<file path="config.mk">
export PLATFORM = sky130hd
export DESIGN_NAME = tdb_serializer
export DESIGN_NICKNAME = d
export VERILOG_FILES = /design/src/rtl/tdb_pkg.sv /design/src/rtl/tdb_regs.sv /design/src/rtl/tdb_clkdiv.sv /design/src/rtl/tdb_shifter.sv /design/src/rtl/tdb_serializer.sv
export SDC_FILE = /design/constraint.sdc
export NUM_CORES = 1
export LEC_CHECK = 0
export BUFFER_PORTS_ARGS = -buffer_cell sky130_fd_sc_hd__buf_2
export CORE_MARGIN = 1
export CORE_UTILIZATION = 45
export CTS_CLUSTER_DIAMETER = 50
export DETAILED_ROUTE_END_ITERATION = 8
export GPL_TIMING_DRIVEN = 1
export PLACE_DENSITY = 0.79
export SYNTH_ARGS = -nofsm -noshare
export SYNTH_HDL_FRONTEND = slang
export SYNTH_HIERARCHICAL = 1
export SYNTH_SLANG_ARGS = --single-unit
</file>
<file path="constraint.sdc">
create_clock -name clk -period 2.3 [get_ports clk]
set_input_delay 0 -clock clk [delete_from_list [all_inputs] [get_ports clk]]
set_output_delay 0 -clock clk [all_outputs]
set_load 0.01 [all_outputs]
</file>
<file path="src/rtl/tdb_pkg.sv">
package tdb_pkg;

   localparam int CTRL_W = 7;
   localparam int GAP_W  = 3;
   localparam int CNT_W  = 3;

   typedef enum logic [1:0] {
      ST_IDLE  = 2'd0,
      ST_SHIFT = 2'd1,
      ST_GAP   = 2'd2
   } eng_state_t;

   typedef struct packed {
      logic [GAP_W-1:0] gap;
      logic [1:0]       div;
      logic             edge_f;
      logic             en;
   } ctrl_t;

   // last count value of one half serial period
   function automatic logic [CNT_W-1:0] half_last(input logic [1:0] code);
      case (code)
         2'd1:    return CNT_W'(1);
         2'd2:    return CNT_W'(3);
         default: return CNT_W'(0);
      endcase
   endfunction

endpackage

</file>
<file path="src/rtl/tdb_regs.sv">
module tdb_regs
   import tdb_pkg::*;
#(
   parameter int ADDR_W   = 3,
   parameter int DATA_W   = 32,
   parameter int BYTE_W   = 8,
   parameter int DATA_OFF = 0,
   parameter int CTRL_OFF = 4
) (
   input  logic              clk,
   input  logic              rst_n,
   input  logic              bus_sel,
   input  logic              bus_wr,
   input  logic [ADDR_W-1:0] bus_addr,
   input  logic [DATA_W-1:0] bus_wdata,
   output logic [DATA_W-1:0] bus_rdata,
   output logic              bus_ready,
   input  logic              take,
   input  logic              eng_busy,
   output ctrl_t             ctrl_q,
   output logic [BYTE_W-1:0] buf_byte,
   output logic              buf_full
);

   localparam logic [ADDR_W-1:0] A_DATA = ADDR_W'(DATA_OFF);
   localparam logic [ADDR_W-1:0] A_CTRL = ADDR_W'(CTRL_OFF);

   if (DATA_W < BYTE_W || DATA_W < CTRL_W) begin : g_bad_width
      $error("tdb_regs: DATA_W too narrow");
   end
   if (DATA_OFF == CTRL_OFF) begin : g_bad_map
      $error("tdb_regs: register offsets collide");
   end

   logic wr_data, wr_ctrl;
   logic unused_wdata;

   assign wr_data      = bus_sel && bus_wr && (bus_addr == A_DATA);
   assign wr_ctrl      = bus_sel && bus_wr && (bus_addr == A_CTRL);
   assign bus_ready    = !(wr_data && buf_full);
   assign unused_wdata = ^bus_wdata;

   always_ff @(posedge clk or negedge rst_n) begin
      if (!rst_n) begin
         ctrl_q   <= '0;
         buf_byte <= '0;
         buf_full <= 1'b0;
      end else begin
         if (wr_ctrl) ctrl_q <= ctrl_t'(bus_wdata[CTRL_W-1:0]);
         if (!ctrl_q.en) begin
            buf_full <= 1'b0;
         end else if (wr_data && !buf_full) begin
            buf_byte <= bus_wdata[BYTE_W-1:0];
            buf_full <= 1'b1;
         end else if (take) begin
            buf_full <= 1'b0;
         end
      end
   end

   always_comb begin
      bus_rdata = '0;
      if (bus_sel && !bus_wr) begin
         if (bus_addr == A_CTRL) begin
            bus_rdata[CTRL_W-1:0] = ctrl_q;
         end else if (bus_addr == A_DATA) begin
            bus_rdata[0] = eng_busy || buf_full;
            bus_rdata[1] = buf_full;
         end
      end
   end

endmodule

</file>
<file path="src/rtl/tdb_clkdiv.sv">
module tdb_clkdiv
   import tdb_pkg::*;
(
   input  logic       clk,
   input  logic       rst_n,
   input  logic       run,
   input  logic [1:0] div_code,
   output logic       half_tick
);

   logic [CNT_W-1:0] cnt;

   assign half_tick = run && (cnt >= half_last(div_code));

   always_ff @(posedge clk or negedge rst_n) begin
      if (!rst_n)          cnt <= '0;
      else if (!run)       cnt <= '0;
      else if (half_tick)  cnt <= '0;
      else                 cnt <= cnt + CNT_W'(1);
   end

endmodule

</file>
<file path="src/rtl/tdb_shifter.sv">
module tdb_shifter
   import tdb_pkg::*;
#(
   parameter int BYTE_W    = 8,
   parameter bit LSB_FIRST = 1'b1
) (
   input  logic              clk,
   input  logic              rst_n,
   input  logic              en,
   input  logic              edge_f,
   input  logic [GAP_W-1:0]  gap,
   input  logic              half_tick,
   input  logic              buf_full,
   input  logic [BYTE_W-1:0] buf_byte,
   output logic              take,
   output logic              shifting,
   output logic              eng_busy,
   output logic              ser_clk,
   output logic              ser_dat
);

   localparam int BIT_W = (BYTE_W > 1) ? $clog2(BYTE_W) : 1;
   localparam logic [BIT_W-1:0] LAST_BIT = BIT_W'(BYTE_W - 1);

   if (BYTE_W < 2) begin : g_bad_byte
      $error("tdb_shifter: BYTE_W must be at least 2");
   end

   eng_state_t        state;
   logic [BYTE_W-1:0] shreg, shreg_nx;
   logic [BIT_W-1:0]  bitn;
   logic [GAP_W-1:0]  gcnt;
   logic              phase, head;

   if (LSB_FIRST) begin : g_lsb
      assign head     = shreg[0];
      assign shreg_nx = {1'b0, shreg[BYTE_W-1:1]};
   end else begin : g_msb
      assign head     = shreg[BYTE_W-1];
      assign shreg_nx = {shreg[BYTE_W-2:0], 1'b0};
   end

   assign take     = en && buf_full &&
                     ((state == ST_IDLE) || ((state == ST_GAP) && (gcnt == gap)));
   assign shifting = (state == ST_SHIFT);
   assign eng_busy = (state != ST_IDLE);
   assign ser_dat  = shifting ? head : 1'b1;
   assign ser_clk  = shifting ? (phase ^ !edge_f) : 1'b1;

   always_ff @(posedge clk or negedge rst_n) begin
      if (!rst_n) begin
         state <= ST_IDLE;
         shreg <= '0;
         bitn  <= '0;
         gcnt  <= '0;
         phase <= 1'b0;
      end else if (!en) begin
         state <= ST_IDLE;
         bitn  <= '0;
         gcnt  <= '0;
         phase <= 1'b0;
      end else begin
         if (take) begin
            state <= ST_SHIFT;
            shreg <= buf_byte;
            bitn  <= '0;
            phase <= 1'b0;
         end else begin
            case (state)
               ST_SHIFT: if (half_tick) begin
                  if (!phase) begin
                     phase <= 1'b1;
                  end else begin
                     phase <= 1'b0;
                     shreg <= shreg_nx;
                     bitn  <= bitn + BIT_W'(1);
                     if (bitn == LAST_BIT) begin
                        state <= ST_GAP;
                        gcnt  <= '0;
                     end
                  end
               end
               ST_GAP: begin
                  if (gcnt == gap) state <= ST_IDLE;
                  else             gcnt  <= gcnt + GAP_W'(1);
               end
               default: state <= ST_IDLE;
            endcase
         end
      end
   end

endmodule

</file>
<file path="src/rtl/tdb_serializer.sv">
module tdb_serializer
   import tdb_pkg::*;
#(
   parameter int ADDR_W    = 3,
   parameter int DATA_W    = 32,
   parameter int BYTE_W    = 8,
   parameter int DATA_OFF  = 0,
   parameter int CTRL_OFF  = 4,
   parameter bit LSB_FIRST = 1'b1
) (
   input  logic              clk,
   input  logic              rst_n,
   input  logic              bus_sel,
   input  logic              bus_wr,
   input  logic [ADDR_W-1:0] bus_addr,
   input  logic [DATA_W-1:0] bus_wdata,
   output logic [DATA_W-1:0] bus_rdata,
   output logic              bus_ready,
   output logic              ser_clk,
   output logic              ser_dat,
   output logic              busy
);

   ctrl_t             ctrl_q;
   logic [BYTE_W-1:0] buf_byte;
   logic              buf_full, take, shifting, eng_busy, half_tick, en_q;

   assign en_q = ctrl_q.en;
   assign busy = eng_busy || buf_full;

   tdb_regs #(
      .ADDR_W(ADDR_W), .DATA_W(DATA_W), .BYTE_W(BYTE_W),
      .DATA_OFF(DATA_OFF), .CTRL_OFF(CTRL_OFF)
   ) u_regs (
      .clk(clk), .rst_n(rst_n),
      .bus_sel(bus_sel), .bus_wr(bus_wr), .bus_addr(bus_addr),
      .bus_wdata(bus_wdata), .bus_rdata(bus_rdata), .bus_ready(bus_ready),
      .take(take), .eng_busy(eng_busy),
      .ctrl_q(ctrl_q), .buf_byte(buf_byte), .buf_full(buf_full)
   );

   tdb_clkdiv u_div (
      .clk(clk), .rst_n(rst_n), .run(shifting),
      .div_code(ctrl_q.div), .half_tick(half_tick)
   );

   tdb_shifter #(.BYTE_W(BYTE_W), .LSB_FIRST(LSB_FIRST)) u_shift (
      .clk(clk), .rst_n(rst_n), .en(en_q), .edge_f(ctrl_q.edge_f),
      .gap(ctrl_q.gap), .half_tick(half_tick),
      .buf_full(buf_full), .buf_byte(buf_byte),
      .take(take), .shifting(shifting), .eng_busy(eng_busy),
      .ser_clk(ser_clk), .ser_dat(ser_dat)
   );

endmodule

</file>
==> flow_metrics.env <==
export IMPL_synth_warnings=6
export IMPL_synth_xor_area_share_pct=2.550
export IMPL_synth_simple_gate_area_share_pct=17.55
export IMPL_fin_crit_sh_pct=99.56
export IMPL_grt_pass1_wl_um=6258
export IMPL_total_power_uw=1654
export IMPL_insertion_delay_ns=0.29
export IMPL_worst_setup_path_start_kind="register"
export IMPL_dr_pass1_iters=4
export IMPL_start_util_pct=47.00
export IMPL_final_cell_mix="dfrtp_1, buf_2, conb_1"
export IMPL_skew_ns=0.003810
export IMPL_route_detailed_drc=0
export IMPL_synth_cell_types=45
export IMPL_grt_max_degree=37
export IMPL_rsz0062_at_grt="yes"
export IMPL_max_slew_margin_pct=46.96
export IMPL_grt_antenna_before_repair=0
export IMPL_gp_congestion=0.8235
export IMPL_yosysTopAreaCellShare_pct=43.72
export IMPL_fin_cells=277
export IMPL_antenna_cells=0
export IMPL_synthFlopType="dfrtp_1"
export IMPL_yosys_area_share_adder_pct=4.250
export IMPL_area_growth_pct=17.79
export IMPL_synthTopCellsByArea="dfrtp_1, mux2_2, buf_4, ha_1, o221a_2"
export IMPL_layout_drive_gt1_share_pct=36.00
export IMPL_postRouteWirelength_um=3722
export IMPL_critPathKind="reg -> reg"
export IMPL_dp_cells=259
export IMPL_min_delay_path_class="in -> reg"
export IMPL_fp_row_count=24
export IMPL_period_minus_slack_ns=2.290
export IMPL_avgSynthCellArea_um2=11.51
export IMPL_required_ns=2.47
export IMPL_whs_endpoint="u_regs/buf_full"
export IMPL_grt_pass1_vias=1334
export IMPL_layout_commonest_cell="dfrtp_1"
export IMPL_drtIter0Drc=55
export IMPL_synth_compound_area_share_pct=9.715
export IMPL_port_buffers=25
export IMPL_setup_viol=0
export IMPL_hp_start="bus_addr[2]"
export IMPL_wl_per_cell_um=13.44
export IMPL_rrSetupSlack_ns=0.01
export IMPL_synth_top_cell_by_area="dfrtp_1"
export IMPL_die_w_um=69.67
export IMPL_synth_edff_count=0
export IMPL_cts_clk_slew_worst_paths_ns=0.07
export IMPL_via_per_inst=5.061
export IMPL_dp_hpwl_um=2588
export IMPL_worstHoldPathCells=4
export IMPL_pin_count=75
export IMPL_cts_tree="done"
export IMPL_vias=1402
export IMPL_fill_cells=386
export IMPL_synth_top_family_by_area="simple AND/OR/NAND/NOR gates"
export IMPL_cp_max_fo=7
export IMPL_cts_htree_levels=2
export IMPL_num_nets_final=270
export IMPL_tightest_slew_ns=0.7956
export IMPL_synth_async_reset_ratio_pct=100.0
export IMPL_hold_viol_final=0
export IMPL_cellLeakagePower_uw=0.001278
export IMPL_max_freq_mhz=436.7
export IMPL_arrival_ns=2.46
export IMPL_cts_sinks=36
export IMPL_grt_overflow=0
export IMPL_drv_slew=0
export IMPL_synth_mux_area_share_pct=10.32
export IMPL_vdd_drop_max_mv=0.5416
export IMPL_die_y_um=69.67
export IMPL_ys_seq_area_share_pct=43.72
export IMPL_ant_nets=0
export IMPL_layout_setup_ws_ns=0.01006
export IMPL_power_density_nw_per_um2=681.5
export IMPL_ys_ff_latch=36
export IMPL_syn_area_um2=2061
export IMPL_status="finished clean"
export IMPL_cts_max_path_buffers=2
export IMPL_timing_rr_end="u_shift/shreg[2]"
export IMPL_critPathCaptureType="register"
export IMPL_cts_root_buffer_cell="clkbuf_8"
export IMPL_drv_cap=0
export IMPL_preCtsSetupSlack_ns=-0.002775
export IMPL_worstReg2RegStart="u_regs/ctrl_q[2]"
export IMPL_syn_inst=179
export IMPL_r2r_cells=10
export IMPL_die_area_um2=4854
export IMPL_gr_usage_all_layers_pct=16.64
export IMPL_coreArea_um2=4384
export IMPL_cts_made_buffers=5
layer usage:
metal,up-vias,track usage [%],wire length (µm)
met5,-,0,0
met4,0,5.333,29
met3,4,4.506,161
met2,41,26.11,1750
met1,685,22.46,1780
li1,672,-,-
layout make-up:
type                            instances  area [µm²]  area share [%]
Clock buffer                            6       72.57           2.990
Clock inverter                          2       35.03           1.443
Inverter                                8       30.03           1.237
Multi-Input combinational cell        130        1041           42.89
Sequential cell                        36       900.9           37.11
Tap cell                               52       65.06           2.680
Timing Repair Buffer                   43       282.8           11.65
what timing repair did:
item | in CTS | in global routing
endpoints found under the setup margin | 4 | 9
pin swaps | 0 | 4
hold buffers | 9 | 0
endpoints found under the hold margin | 51 | 0
gates resized for setup | 1 | 9
setup buffers | 0 | 1
power breakdown:
group	switching, µW	internal [µW]
combinational	136	174
sequential	78.2	725
clock	219	321
sequential cells by signal, indices dropped and copies added, names as in the netlist:
signal and cells:
u_shift/gcnt 3, u_div/cnt 3, u_shift/phase 1, u_regs/ctrl_q 7, u_regs/buf_byte 8, u_regs/buf_full 1, u_shift/bitn 3, u_shift/shreg 8
u_shift/state 2
worst max path at each step:
| stage | startpoint | endpoint | slack (ns) | depth (start not counted) |
|---|---|---|---|---|
| 5_1_grt | u_regs/ctrl_q[2] | u_shift/shreg[2] | -0.10 | 10 |
| 3_5_place_dp | u_regs/ctrl_q[2] | u_shift/shreg[6] | -0.003 | 9 |
| 4_1_cts | u_regs/ctrl_q[2] | u_shift/shreg[5] | 0.005 | 9 |
| 6_report | u_regs/ctrl_q[2] | u_shift/shreg[2] | 0.01 | 10 |
| 2_1_floorplan | u_regs/ctrl_q[3] | u_shift/shreg[0] | 0.01 | 9 |
| 3_3_place_gp | u_regs/ctrl_q[2] | u_shift/shreg[6] | 0.007 | 9 |
critical path, cell delays in order, from the launching register on:
cell and delay (ns):
dfrtp_1 0.34, inv_1 0.04, ha_1 0.26, inv_1 0.04, ha_1 0.27, nand2b_4 0.12
a31o_4 0.14, and4b_2 0.27, nand3b_1 0.24, or2_4 0.33, o221a_1 0.12
cells by family after synthesis:
logic type	after synthesis
AO/OA/AOI/OAI	21
XOR/XNOR	6
adder cells (fa/ha/maj)	7
buffers and inverters	37
flip-flops	36
multiplexers	19
other	1
AND/OR/NAND/NOR	52
cells in the mapped netlist (all sizes together), types with 2 or more instances:
cell type / number
nor3: 2
and2: 5
dfrtp: 36
a2111oi: 2
or4b: 2
ha: 7
nor2b: 4
o221a: 7
or2: 8
and3: 4
nand2b: 6
buf: 26
clkbuf: 3
mux2: 18
nor2: 5
o211a: 2
nand2: 7
inv: 8
nand3: 4
a21oi: 2
xor2: 5
o22ai: 2
per-stage QoR:
step                      util [%]  area, µm²  hold WS, ns   TNS (ns)
after floorplan                  -       2151      -0.2956          0
after global placement       49.94       2190       0.1190          0
after detailed placement     49.94       2190       0.1278  -0.002775
after CTS                    54.45       2387       0.1875          0
after global routing         55.37       2427       0.2296    -0.5847
final                        55.37       2427       0.2006          0
(Power assumes the default switching activity.)
